<file path="config.mk">
export PLATFORM = sky130hd
export DESIGN_NAME = rst_hub
export DESIGN_NICKNAME = d
export VERILOG_FILES = /design/src/rtl/rst_hub.sv
export SDC_FILE = /design/constraint.sdc
export NUM_CORES = 1
export LEC_CHECK = 0
export ABC_CLOCK_PERIOD_IN_PS = 5950
export BUFFER_PORTS_ARGS = -buffer_cell sky130_fd_sc_hd__buf_2
export CORE_MARGIN = 2
export CORE_UTILIZATION = 54
export CTS_CLUSTER_DIAMETER = 60
export DETAILED_ROUTE_END_ITERATION = 7
export GPL_TIMING_DRIVEN = 0
export PLACE_DENSITY = 0.84
export SETUP_SLACK_MARGIN = 0.4
export SLEW_MARGIN = 15
export SYNTH_ARGS = -nofsm -noshare
export SYNTH_HDL_FRONTEND = slang
export SYNTH_SLANG_ARGS = --single-unit
</file>
<file path="constraint.sdc">
create_clock -name clk -period 5.95 [get_ports clk]
set_input_delay 0.595 -clock clk [delete_from_list [all_inputs] [get_ports clk]]
set_output_delay 0.595 -clock clk [all_outputs]
set_load 0.1 [all_outputs]
</file>
<file path="src/rtl/rst_hub.sv">
module rst_hub #(
  parameter int MIN_LOW = 2000,
  parameter int STRETCH = 16
) (
  input  logic        clk,
  input  logic        spor_n,
  input  logic        ext_rst_pin,
  input  logic        pin_rst_en,
  input  logic        wdt_ovf,
  input  logic        op_exec,
  input  logic [7:0]  opcode,
  input  logic        dbg_mode,
  input  logic        ret_fault,
  input  logic        mem_fault,
  input  logic [5:0]  cause_clr,
  output logic [5:0]  cause,
  output logic        sys_rst,
  output logic [2:0]  osc_en,
  output logic        extclk_ok,
  output logic        pin_a_oe,
  output logic        pin_a_pu,
  output logic        pin_b_pu,
  output logic        mem_req,
  output logic [15:0] mem_addr,
  input  logic        mem_ack,
  input  logic [7:0]  mem_rdata,
  output logic [15:0] pc_out,
  output logic        cpu_start
);
  localparam int LW = $clog2(MIN_LOW + 1);
  localparam int SW = $clog2(STRETCH + 1);
  localparam logic [LW-1:0] LOW_MAX = LW'(MIN_LOW);
  localparam logic [SW-1:0] HOLD    = SW'(STRETCH);

  typedef enum logic [1:0] {S_WAIT, S_LO, S_HI, S_RUN} fetch_t;

  logic [1:0]    sync_q;
  logic [LW-1:0] low_cnt;
  logic [SW-1:0] hold_cnt;
  logic          hiz_flag, extp_flag;
  logic [7:0]    lo_byte;
  fetch_t        st;

  wire ext_low = pin_rst_en & ~sync_q[1];
  wire ext_act = (low_cnt == LOW_MAX);
  wire ill_op  = op_exec & (opcode == 8'hFF) & ~dbg_mode;
  wire any_src = ext_act | wdt_ovf | ill_op | ret_fault | mem_fault;

  always_ff @(posedge clk or negedge spor_n)
    if (!spor_n) sync_q <= 2'b11;
    else         sync_q <= {sync_q[0], ext_rst_pin};

  always_ff @(posedge clk or negedge spor_n)
    if (!spor_n)       low_cnt <= '0;
    else if (!ext_low) low_cnt <= '0;
    else if (!ext_act) low_cnt <= low_cnt + 1'b1;

  always_ff @(posedge clk or negedge spor_n)
    if (!spor_n)              hold_cnt <= HOLD;
    else if (any_src)         hold_cnt <= HOLD;
    else if (hold_cnt != '0)  hold_cnt <= hold_cnt - 1'b1;

  assign sys_rst   = (hold_cnt != '0);
  assign osc_en    = {3{~sys_rst}};
  assign extclk_ok = ~sys_rst;

  always_ff @(posedge clk or negedge spor_n)
    if (!spor_n) begin
      hiz_flag  <= 1'b0;
      extp_flag <= 1'b0;
    end else begin
      if (ext_act | ret_fault) hiz_flag <= 1'b1;
      else if (!sys_rst)       hiz_flag <= 1'b0;
      if (ext_act)             extp_flag <= 1'b1;
      else if (!sys_rst)       extp_flag <= 1'b0;
    end

  assign pin_a_oe = ~(sys_rst & hiz_flag);
  assign pin_a_pu = pin_a_oe;
  assign pin_b_pu = ~(sys_rst & extp_flag);

  always_ff @(posedge clk or negedge spor_n)
    if (!spor_n)      cause <= 6'b000001;
    else if (ext_act) cause <= 6'b000010;
    else              cause <= (cause & ~cause_clr) |
                               {mem_fault, ret_fault, ill_op, wdt_ovf, 2'b00};

  always_ff @(posedge clk or negedge spor_n)
    if (!spor_n) begin
      st        <= S_WAIT;
      lo_byte   <= '0;
      pc_out    <= '0;
      cpu_start <= 1'b0;
    end else begin
      cpu_start <= 1'b0;
      if (sys_rst) st <= S_WAIT;
      else begin
        case (st)
          S_WAIT: st <= S_LO;
          S_LO:   if (mem_ack) begin
                    lo_byte <= mem_rdata;
                    st      <= S_HI;
                  end
          S_HI:   if (mem_ack) begin
                    pc_out    <= {mem_rdata, lo_byte};
                    cpu_start <= 1'b1;
                    st        <= S_RUN;
                  end
          default: st <= S_RUN;
        endcase
      end
    end

  assign mem_req  = ~sys_rst & ((st == S_LO) | (st == S_HI));
  assign mem_addr = {15'd0, st == S_HI};

  a_r2_pin_enabled: assert property (@(posedge clk) disable iff (!spor_n)
    $rose(cause[1]) |-> $past(pin_rst_en, 2));
  a_r3_no_early_release: assert property (@(posedge clk) disable iff (!spor_n)
    $fell(sys_rst) |-> !$past(wdt_ovf || ret_fault || mem_fault));
  a_r4_opcode_only: assert property (@(posedge clk) disable iff (!spor_n)
    $rose(cause[3]) |-> $past(op_exec && opcode == 8'hFF && !dbg_mode));
  a_r9_single_pulse: assert property (@(posedge clk) disable iff (!spor_n)
    cpu_start |=> !cpu_start);
  a_r9_after_high_byte: assert property (@(posedge clk) disable iff (!spor_n)
    cpu_start |-> $past(mem_req && mem_ack && mem_addr == 16'h0001));
endmodule

</file>
Word-level counts from Yosys, hierarchy flattened

Cells that the tools add are included.

Flip-flop bits (word level): 53
Logic and storage cells: 62
Bits of input ports: 32
Output and inout bits: 48

Reduce and logical (&&, ||, !) cells: 6
Add/sub/neg operators: 2
Eq/ne operators: 9
Mux-type cells: 15
Bitwise logic cells: 20

Operators by type and width:

| cell                                                   | count |
|---|---|
| 2-to-1 mux 11 bit                                      | 2 |
| adder 11 x 1 -> 11 bit (second input constant)         | 1 |
| == test 11 bit (second input constant)                 | 1 |
| 2-to-1 mux 5 bit                                       | 2 |
| == test 8 bit (second input constant)                  | 1 |
| AND 1 bit                                              | 6 |
| AND 6 bit                                              | 1 |
| 2-to-1 mux 1 bit                                       | 6 |
| 2-to-1 mux 2 bit                                       | 3 |
| 2-to-1 mux 6 bit                                       | 1 |
| inverter 6 bit                                         | 1 |
| bitwise OR 1 bit                                       | 6 |
| bitwise OR 6 bit                                       | 1 |
| one-hot mux 2 bit (3 select lines)                     | 1 |
| AND reduction 3 bit                                    | 2 |
| inverter 1 bit                                         | 5 |
| nonzero test 5 bit                                     | 1 |
| subtractor 5 x 1 -> 5 bit (second input constant)      | 1 |
| inequality test 2 x 1 -> 1 bit (second input constant) | 2 |
| inequality test 3 x 2 -> 1 bit (second input constant) | 1 |
| inequality test 3 bit (second input constant)          | 1 |
| == test 2 x 1 -> 1 bit (second input constant)         | 1 |
| == test 2 bit (second input constant)                  | 1 |
| zero test 2 bit                                        | 1 |
| other kinds (3)                                        | 3 |

Depth between registers and ports, before layout

Gate-level depths: netlist (run 1).

Depth after elaboration: 7
Depth in mapped cells: 8
Depth with buffers taken out: 6

Worst setup path before layout (run 1)

OpenSTA, ideal clock, no wires.

Kind: register to output
Start: register hold_cnt[0]
End: output pin_a_pu
Path buffers: 2
Cell stages (with the launch flop): 7
Slack: 2,916 ps
Data required time: 5,355 ps
Arrival: 2,439 ps
Path through: dfrtp_1 inv_1 ha_1 or4b_1 buf_6 nand2_1 buf_4

Word-level cells in the longest chain between the ends: 3

RTL lines:

| item                   | RTL line | RTL |
|---|---|---|
| from (decl)            | 39       | `logic [SW-1:0] hold_cnt;` |
| from (signal assigned) | 61       | `else if (hold_cnt != '0) hold_cnt <= hold_cnt - 1'b1;` |
| nonzero test 5 bit     | 63       | `assign sys_rst = (hold_cnt != '0);` |
| named net sys_rst      | 17       | `output logic sys_rst,` |
| AND 1 bit              | 78       | `assign pin_a_oe = ~(sys_rst & hiz_flag);` |
| inverter 1 bit         | 78       |  |
| to (decl)              | 21       | `output logic pin_a_pu,` |

The timed path passes the listed nets, and every way through them passes these cells.

Final worst setup path (run 1)

Start: register hold_cnt[0]
End: output mem_req

Word-level cells in the longest chain between the ends: 3

RTL lines:

| item               | RTL line | RTL |
|---|---|---|
| nonzero test 5 bit | 63       |  |
| inverter 1 bit     | 114      | `assign mem_req = ~sys_rst & ((st == S_LO) \| (st == S_HI));` |
| AND 1 bit          | 114      |  |
| to (decl)          | 23       | `output logic mem_req,` |

Every way passes these cells.

==> results of run 1 <==
==> stage by stage <==
stage | utilization | area (um^2)
after floorplan | - | 2540
after global placement | 0.668 | 2930
after detailed placement | 0.668 | 2930
after CTS | 0.689 | 3020
after global routing | 0.690 | 3020
final | 0.690 | 3020
==> how the worst min path moves through the flow <==
stage / from / to / slack [ps] / cells after the start
finish: spor_n / cause[5] / 300 / 1
detailed placement: sync_q[0] / sync_q[1] / 350 / 0
floorplan: spor_n / cause[1] / 300 / 0
global route: spor_n / cause[5] / 360 / 1
global placement: sync_q[0] / sync_q[1] / 350 / 0
CTS: sync_q[0] / sync_q[1] / 360 / 0
==> flip-flops by register name, indices dropped and copies added, names as in the netlist <==
| register | cells |
|---|---|
| pc_out | 16 |
| low_cnt | 11 |
| lo_byte | 8 |
| cause | 6 |
| hold_cnt | 5 |
| st | 2 |
| sync_q | 2 |
| cpu_start | 1 |
| extp_flag | 1 |
| hiz_flag | 1 |
==> logic make-up (layout without fill, tap and decap cells) <==
family          Yosys count  in the layout  share of synthesized area
compound gates           24             24                     0.0628
xor+xnor                  4              4                     0.0141
fa+ha+maj                 6              6                     0.0301
buf+inv                  36            108                     0.0915
flops                    53             53                      0.535
mux                      27             27                      0.134
other cells               1             15                    0.00151
simple gates             55             55                      0.131
==> power by group <==
group	internal, uW	switching (uW)
Combinational	30.8	105
Sequential	370	5.48
Clock	85.1	123
==> metal layers <==
| metal | up-vias | wire length (um) | track usage |
|---|---|---|---|
| li1 | 858 | - | - |
| met1 | 849 | 1890 | 0.225 |
| met2 | 62 | 2340 | 0.330 |
| met3 | 5 | 326 | 0.0569 |
| met4 | 0 | 42 | 0.0398 |
| met5 | - | 0 | 0 |
==> layout make-up <==
class / count / area (um^2) / area share
Clock inverter: 3 / 25.0 / 0.00827
Buffer: 23 / 174 / 0.0575
Timing Repair Buffer: 64 / 323 / 0.107
Tap cell: 52 / 65.1 / 0.0215
Sequential cell: 53 / 1330 / 0.440
Clock buffer: 5 / 68.8 / 0.0228
Inverter: 13 / 53.8 / 0.0178
Multi-Input combinational cell: 131 / 983 / 0.325
==> placed cells by master, fill, tap and decap left out, drive strengths merged, types with 6 or more instances in the layout <==
cell type	n
buf	86
dfrtp	49
mux2	24
conb	15
inv	13
nand2	12
a21oi	9
nor2	7
ha	6
clkbuf	6
nand3	6
==> worst reg2reg max path: stages, from the launching register on <==
cell and delay, ps:
dfrtp_1 390, inv_1 120, ha_1 210, or4b_1 460
buf_6 160, clkinv_4 90, nand3_4 140, buf_6 200
mux2_4 300
==> impl_results.md, run 1 <==
* WS Path Type: register to primary output
* Fin nets at 329
* Leak pwr at 0.00162 uW
* Syn-to-layout area delta at 21.5%
* Final non-filler cell total at 344
* First-pass GRT wire length at around 7500 um
* H-tree Lvls at 2
* Total CTS buffers at 5
* Top cells by count, synth: dfrtp_1 (49), buf_4 (19), mux2_2 (15)
* Root buffer cell: clkbuf_8
* Setup Slack @ Placement at 3420 ps
* Number of cells on the critical path at 7
* Die area at roughly 0.0052 mm^2
* Starting Density at 0.568
* Required time worst endpoint at 5360 ps
* Ys async rst share at 1.00
* Tightest Hold Check Type: input port to async pin
* Share of cells above drive strength 1 at 0.435
* Clock Skews at 15.6 ps
* Cell chain of the critical path: inv_1 > ha_1 > or4b_1 > buf_6 > clkinv_4 > and2_1 > buf_2
* CTS max path bufs at 2
* Number of port buffers at between 60 and 70
* Cells after DPL at ~340
* Worst Setup Slack, final at 3100 ps
* GR Overflow Total at 0
* GR Util All Layers at 0.186
* Power after layout at 719 uW
* Die height at 71.9 um
* Antenna Violating Nets Remaining at 0
* Min Hold Slack at 297 ps
* Flops & latches, synth at 53
* Die Wd at 71.9 um
* Synth top area share at 0.492
* FMAX at 350 MHz
* Fillers at 328
* CP Launch Point: hold_cnt[0]
* TritonCTS clock tree: built
* Post-synth EDFFs at 0
* CP startpoint kind: register
* Synth cell types at 42
* Setup crit end: mem_req
* FP Rows at 24
* Worst r2r dst: pc_out[1]
* Largest cells by area after synthesis: dfrtp_1 (49%), mux2_2 (6.8%), buf_4 (5.7%), mux2_4 (5.4%), dfstp_2 (4.2%)
* PostCTS Resize Cnt at 0
* Largest net degree at the start of global routing at 54
* Detailed placer's ending HPWL at 3410 um
* Critical path buffer and inverter count at 4
* Post-CTS Setup Inserts at 0
* Final Hold Fails at 0
* Worst Path Max Fanout at 9
* Worst EP arrival at 2260 ps
* Register area share after synthesis at 0.535
* Setup Viol. Count Final at 0
* Peak supply drop at about 0.22 mV
* Max-slew violations at 0
* Crit Reg-Reg Startpoint: hold_cnt[0]
* Number of global-route vias before repair at 1737
* Power Dens Cells at roughly 240 mW/mm^2
* Crit end category: primary output
* CTS Hold Bufs at 0
* Worst path slowest cell: or4b_1
* Reg clk slew, reported paths at approximately 100 ps
* Sink Count at 53
* Detailed Routing Iterations Pass 1 at 4
* Post-synth top area cell: dfrtp_1
* Dominant synthesized flop cell: dfrtp_1
* Max_slew headroom at 0.345
* Vias per cell at 5.16
* Worst slew pin tran at a little under 1000 ps
* Maxcap violations at 0
* Most common cell in the netlist: dfrtp_1
* I/O pins at 80
* Reg2Reg Setup Slack at 3780 ps
* Synth Warn # at 0
* Clk_lat worst skew at slightly above 300 ps
* # DRC at 0
* Critical Path Max Stage Delay at 460 ps
* Setup TNS at 0 ps
* Starting DRC count in detailed routing at around 110
* Initial antenna violation count at 0
* Via Count at 1774
* Core area at ~0.0044 mm^2
* Drt wl/cell at 13.3 um
* Fin crit share at 0.480
* Detailed Route WL at 4590 um
* Worst reg2reg path depth at 8
* Mean Syn Cell Area at ~12 um^2
* Antenna Cells at 0
* Cells after Synth at about 210
* Outcome: complete, no violations
* Crit path time final at 2850 ps
* Netlist Area Pre-Place at 0.00249 mm^2
* GPL Wtd Cong at 0.815
* RSZ-0062 raised after global routing: false
* Crit path max-delay family: buffers and inverters
(Power assumes the default switching activity.)
==> run 2, diff against run 1 <==
--- a/config.mk
+++ b/config.mk
@@ -5,14 +5,14 @@
 export SDC_FILE = /design/constraint.sdc
 export NUM_CORES = 1
 export LEC_CHECK = 0
-export ABC_CLOCK_PERIOD_IN_PS = 5950
+export ABC_CLOCK_PERIOD_IN_PS = 2500
 export BUFFER_PORTS_ARGS = -buffer_cell sky130_fd_sc_hd__buf_2
 export CORE_MARGIN = 2
-export CORE_UTILIZATION = 54
+export CORE_UTILIZATION = 45
 export CTS_CLUSTER_DIAMETER = 60
 export DETAILED_ROUTE_END_ITERATION = 7
 export GPL_TIMING_DRIVEN = 0
-export PLACE_DENSITY = 0.84
+export PLACE_DENSITY = 0.75
 export SETUP_SLACK_MARGIN = 0.4
 export SLEW_MARGIN = 15
 export SYNTH_ARGS = -nofsm -noshare
==> constraint.sdc (replaced) <==
create_clock -name clk -period 2.5 [get_ports clk]
set_input_delay 0.25 -clock clk [delete_from_list [all_inputs] [get_ports clk]]
set_output_delay 0.25 -clock clk [all_outputs]
set_load 0.1 [all_outputs]
==> impl_results.md, run 2 (synthesis gave the netlist of run 1 again) <==
* Most common cell after layout, fill and taps aside: buf_2
* GR Overflow Total at 0 (unchanged)
* Max-slew violations at 0 (unchanged)
* I/O pins at 80 (unchanged)
* Peak supply drop at 0.306 mV (+38%)
* Final Hold Fails at 49 (+49)
* Syn-to-layout area delta at 33.5%
* Worst EP arrival at 1900 ps (-360 ps)
* Clock Skews at 3.43 ps (-12.1 ps)
* CP startpoint kind: register
* Fin nets at 341 (+3.6%)
* Sink Count at 53 (unchanged)
* Sw power at 530 uW (+130%)
* P_int at 1180 uW (+140%)
* Largest net degree at the start of global routing at 54 (unchanged)
* Top reg by flops: pc_out
* Die area at 0.00614 mm^2 (+19%)
* Max_slew headroom at 0.335 (-0.00992)
* Antenna Violating Nets Remaining at 0 (unchanged)
* CTS max path bufs at 2 (unchanged)
* Min Hold Slack at -33.2 ps (-330 ps)
* Starting DRC count in detailed routing at 44 (-61%)
* # DRC at 0 (unchanged)
* Worst reg2reg path depth at 9 (+1)
* Reg2Reg Setup Slack at 370 ps (-3410 ps)
* Power Dens Cells at 514 mW/mm^2 (+120%)
* Root buffer cell: clkbuf_8
* GPL Wtd Cong at 0.789 (-3.2%)
* Max FFs per register at 16 (unchanged)
* Tightest Hold Check Type: input port to async pin
* H-tree Lvls at 2 (unchanged)
* Drt wl/cell at 12.6 um (-5.4%)
* Vias per cell at 4.74 (-8.1%)
* Crit path time final at 2150 ps
* Core area at 0.00544 mm^2 (+24%)
* Crit end category: primary output
* Detailed Route WL at 4750 um (+3.4%)
* Worst Path Max Fanout at 7 (-2)
* WS Path Type: register to primary output
* Initial antenna violation count at 0 (unchanged)
* Seq pwr share at 0.524 (+0.002)
* Via Count at 1781 (+0.39%)
* Sw frac at 0.310 (-0.0142)
* Outcome: finished, violations left
* Most frequent cells in the layout: buf_2 (56), dfrtp_1 (49), buf_4 (31)
* Detailed Routing Iterations Pass 1 at 4 (unchanged)
* Fin crit share at 0.860
* Setup Viol. Count Final at 0 (unchanged)
* TritonCTS clock tree: built
* Detailed placer's ending HPWL at 3310 um (-2.7%)
* Number of global-route vias before repair at 1701 (-2.1%)
* Setup TNS at 0 ps (unchanged)
* Reg clk slew, reported paths at 90 ps (about the same)
* Die height at 78.4 um (+9.0%)
* Finished Cell Area at 0.00332 mm^2 (+9.9%)
* Clk pwr share at 0.265 (-0.025)
* Util after Layout at 0.611 (-0.0786)
* GR Util All Layers at 0.164 (-0.0226)
* Leak pwr at 0.00173 uW (+6.6%)
* First-pass GRT wire length at 7950 um (+5.4%)
* Clk_lat worst skew at 290 ps (-20 ps)
* Total CTS buffers at 5 (unchanged)
* Antenna Cells at 0 (unchanged)
* Required time worst endpoint at 2250 ps (-3110 ps)
* Starting Density at 0.458 (-0.110)
* Share of cells above drive strength 1 at 0.484 (+0.0486)
* Maxcap violations at 0 (unchanged)
* Failing checks: hold timing
* Placed Area at 0.00302 mm^2 (+3.0%)
* Registers with the most flip-flops: pc_out (16), low_cnt (11), lo_byte (8)
* Worst slew pin tran at 984 ps (+14.7 ps)
* Die Wd at 78.4 um (+9.0%)
* FP Rows at 27 (+13%)
* RSZ-0062 raised after global routing: true
* Number of port buffers at 64 (unchanged)
* Logic pwr share at 0.211 (+0.023)
* FMAX at 465 MHz
-- run 2: routing by layer --
metal | wire, um | GRT usage | up-vias
li1 | - | - | 876
met1 | 2070 | 0.200 | 845
met2 | 2360 | 0.290 | 58
met3 | 302 | 0.0437 | 2
met4 | 16 | 0.0368 | 0
met5 | 0 | 0 | -
-- run 2: layout make-up --
class	instances	area, um^2
plain buffers	23	195
clock buffers	6	72.6
clock inverters	2	10.0
fillers	442	2110
inverters	13	75.1
multi-input cells	131	1030
flip-flops and latches	53	1330
well taps	72	90.1
repair buffers	76	519
-- run 2: through the flow --
step	setup WS (ps)	total power [uW]	cells
finish	350	1710	376
global route	289	1790	376
CTS	323	1730	373
detailed placement	362	1240	356
global placement	352	1240	356
floorplan	376	1170	220
-- run 2: repair_timing --
action / in CTS / in global routing
gates resized for setup: 34 / 3
setup buffers: 9 / 3
setup endpoints to repair: 22 / 33
pin swaps: 3 / 1
hold buffers: 0 / 0
-- run 2: worst max-delay path: stages, from the launching register on --
cell and delay [ps]:
dfrtp_1 400, inv_2 90, ha_4 130, or4b_4 470, buf_12 170, clkinv_16 50, and2_4 130, buf_12 160
-- run 2: power by group through the flow --
stage,Combinational [uW],Clock (uW),Sequential (uW)
final,361,453,894
after global routing,381,517,897
after CTS,356,477,894
after detailed placement,330,0,911
after global placement,326,0,909
after floorplan,223,0,950
-- run 2: path summary, 6_finish.rpt --
| check | end | from |
|---|---|---|
| max | mem_req | hold_cnt[0] |
| min | cause[1] | spor_n |
| max reg2reg | lo_byte[0] | hold_cnt[0] |
| min reg2reg | sync_q[1] | sync_q[0] |
| max in group asynchronous | low_cnt[8] | spor_n |
| min in group clk | sync_q[0] | ext_rst_pin |
==> run 3, diff against run 2 <==
--- a/config.mk
+++ b/config.mk
@@ -7,12 +7,14 @@
 export LEC_CHECK = 0
 export ABC_CLOCK_PERIOD_IN_PS = 2500
 export BUFFER_PORTS_ARGS = -buffer_cell sky130_fd_sc_hd__buf_2
+export CAP_MARGIN = 20
 export CORE_MARGIN = 2
-export CORE_UTILIZATION = 45
+export CORE_UTILIZATION = 47
+export CTS_BUF_LIST = sky130_fd_sc_hd__clkbuf_2 sky130_fd_sc_hd__clkbuf_4 sky130_fd_sc_hd__clkbuf_8
 export CTS_CLUSTER_DIAMETER = 60
 export DETAILED_ROUTE_END_ITERATION = 7
 export GPL_TIMING_DRIVEN = 0
-export PLACE_DENSITY = 0.75
+export PLACE_DENSITY = 0.78
 export SETUP_SLACK_MARGIN = 0.4
 export SLEW_MARGIN = 15
 export SYNTH_ARGS = -nofsm -noshare
==> impl_results.md, run 3 (synthesis gave the netlist of run 1 again) <==
* GPL Wtd Cong at 0.802 (+1.6%)
* CP startpoint kind: register
* Worst Path Max Fanout at 7 (unchanged)
* FP Rows at 26 (-3.7%)
* Clk_lat worst skew at 300 ps (about the same)
* Required time worst endpoint at 2250 ps (about the same)
* Total CTS buffers at 5 (unchanged)
* Seq pwr share at 0.514 (-0.010)
* Sw power at 545 uW (+2.9%)
* Starting DRC count in detailed routing at 102 (+130%)
* Max FFs per register at 16 (unchanged)
* TritonCTS clock tree: built
* Cell chain of the critical path: inv_2 > ha_4 > or4b_4 > buf_12 > clkinv_16 > and2_4 > buf_12
* CTS max path bufs at 2 (unchanged)
* Crit end category: primary output
* Registers with the most flip-flops: pc_out (16), low_cnt (11), lo_byte (8)
* Vias per cell at 4.96 (+4.8%)
* Detailed Routing Iterations Pass 1 at 5 (+1)
* Drt wl/cell at 13.5 um (+6.8%)
* Outcome: complete, no violations
* Clk pwr share at 0.272 (+0.007)
* Logic pwr share at 0.214 (+0.003)
* # DRC at 0 (unchanged)
* H-tree Lvls at 2 (unchanged)
* Maxcap violations at 0 (unchanged)
* RSZ-0062 raised after global routing: true
* Sw frac at 0.313 (+0.00273)
* Initial antenna violation count at 0 (unchanged)
* I/O pins at 80 (unchanged)
* Most frequent cells in the layout: buf_2 (57), dfrtp_1 (49), buf_4 (34)
* CP dominant cell by count: buf_12
* Hold depth at 1
* First-pass GRT wire length at 8460 um (+6.4%)
* Detailed placer's ending HPWL at 3440 um (+3.7%)
* Worst path slowest cell: or4b_4
* Final Hold Fails at 0 (-100%)
* Placed Area at 0.00303 mm^2 (+0.58%)
* Number of port buffers at 64 (unchanged)
* GR Overflow Total at 0 (unchanged)
* Most common cell after layout, fill and taps aside: buf_2
* Clock Skews at 7.10 ps (+3.66 ps)
* FMAX at 460 MHz (-1.1%)
* GR Util All Layers at 0.176 (+0.0127)
* Die Wd at 76.8 um (-2.0%)
* Power Dens Cells at 512 mW/mm^2 (-0.25%)
* Die area at 0.00590 mm^2 (-4.0%)
* Worst reg2reg path depth at 9 (unchanged)
* Fin nets at 348 (+2.1%)
* Peak supply drop at 0.416 mV (+36%)
* Core area at 0.00511 mm^2 (-6.1%)
* Leak pwr at 0.00177 uW (+2.2%)
* Cells after DPL at 355 (-0.28%)
* Final non-filler cell total at 381 (+1.3%)
* Critical path buffer and inverter count at 4 (unchanged)
* Crit path time final at 2170 ps (+23.7 ps)
* Reg clk slew, reported paths at 90 ps (about the same)
* Top reg by flops: pc_out
* P_int at 1200 uW (+1.6%)
* Max-slew violations at 0 (unchanged)
* Root buffer cell: clkbuf_8
* Die height at 76.8 um (-2.0%)
* Setup Viol. Count Final at 0 (unchanged)
* Crit path max-delay family: simple AND/OR/NAND/NOR gates
* Finished Cell Area at 0.00340 mm^2 (+2.2%)
* Power after layout at 1740 uW (+2.0%)
* Detailed Route WL at 5140 um (+8.2%)
* Fin crit share at 0.870 (+0.00947)
* Antenna Cells at 0 (unchanged)
* Worst EP arrival at 1920 ps (+20 ps)
* Syn-to-layout area delta at 36.5%
* WS Path Type: register to primary output
* Number of cells on the critical path at 7 (unchanged)
* Tightest Hold Check Type: input port to register
* Setup TNS at 0 ps (unchanged)
* Via Count at 1891 (+6.2%)
* Share of cells above drive strength 1 at 0.495 (+0.0116)
* Fillers at 391 (-12%)
* Starting Density at 0.488 (+0.0297)
* Largest net degree at the start of global routing at 34 (-37%)
* Antenna Violating Nets Remaining at 0 (unchanged)
* Number of global-route vias before repair at 1799 (+5.8%)
* Critical Path Max Stage Delay at 470 ps (about the same)
* Util after Layout at 0.665 (+0.0541)
* Sink Count at 53 (unchanged)
==> run 3: cell count changes in the layout (fill, tap and decap cells not counted), sizes merged <==
cell / change
dlygate4sd3: +1
clkbuf: +1
buf: +5
==> run 3: worst reg2reg max path: cells and delay by family (launching register included) <==
kind                     cells  cell delay (ps)
buffers and inverters        5              590
AND/OR/NAND/NOR              2              580
multiplexers                 1              300
adder cells (fa/ha/maj)      1              130
flip-flops                   1              410
==> run 3: cell type report <==
cell class | instances | area (um^2) | share of cell area
timing repair buffer | 83 | 596 | 0.175
sequential | 53 | 1330 | 0.392
tap | 70 | 87.6 | 0.0258
multi-input combinational | 131 | 1030 | 0.302
buffer | 23 | 195 | 0.0574
clock buffer | 6 | 76.3 | 0.0225
inverter | 13 | 75.1 | 0.0221
clock inverter | 2 | 10.0 | 0.00295
==> run 3: power by group through the flow <==
stage	combinational, uW	sequential (uW)	clock [uW]
2_1_floorplan	223	950	0
3_3_place_gp	327	910	0
3_5_place_dp	335	911	0
4_1_cts	365	894	491
5_1_grt	391	898	532
6_report	372	895	474
==> run 3: metal layers <==
metal	GRT usage	up-vias	wire length (um)
met5	0	-	0
met2	0.295	71	2620
met3	0.0435	10	280
met1	0.231	917	2180
met4	0.0455	0	53
li1	-	893	-
==> run 3: per-stage QoR <==
stage | hold WS (ps) | worst slack [ps]
after floorplan | -45.6 | 376
final | 40.7 | 326
after CTS | 29.0 | 339
after global routing | 27.1 | 272
after detailed placement | 239 | 364
after global placement | 346 | 419
==> run 3: final timing paths <==
path,slack [ps],start,endpoint
worst max-delay path,330,hold_cnt[1],mem_req
worst min-delay path,40,ext_rst_pin,sync_q[0]
worst max register to register,390,hold_cnt[1],pc_out[7]
worst min register to register,360,sync_q[0],sync_q[1]
max in group asynchronous,1430,spor_n,sync_q[0]
min in group asynchronous,460,spor_n,cause[3]
==> run 3: repair_timing <==
| action | 4_1_cts | 5_1_grt |
|---|---|---|
| resized for setup | 30 | 4 |
| buffers inserted | 8 | 8 |
| hold endpoints to repair | 18 | 0 |
| pin swaps | 3 | 0 |
| endpoints found under the setup margin | 15 | 26 |
| hold buffers | 1 | 0 |
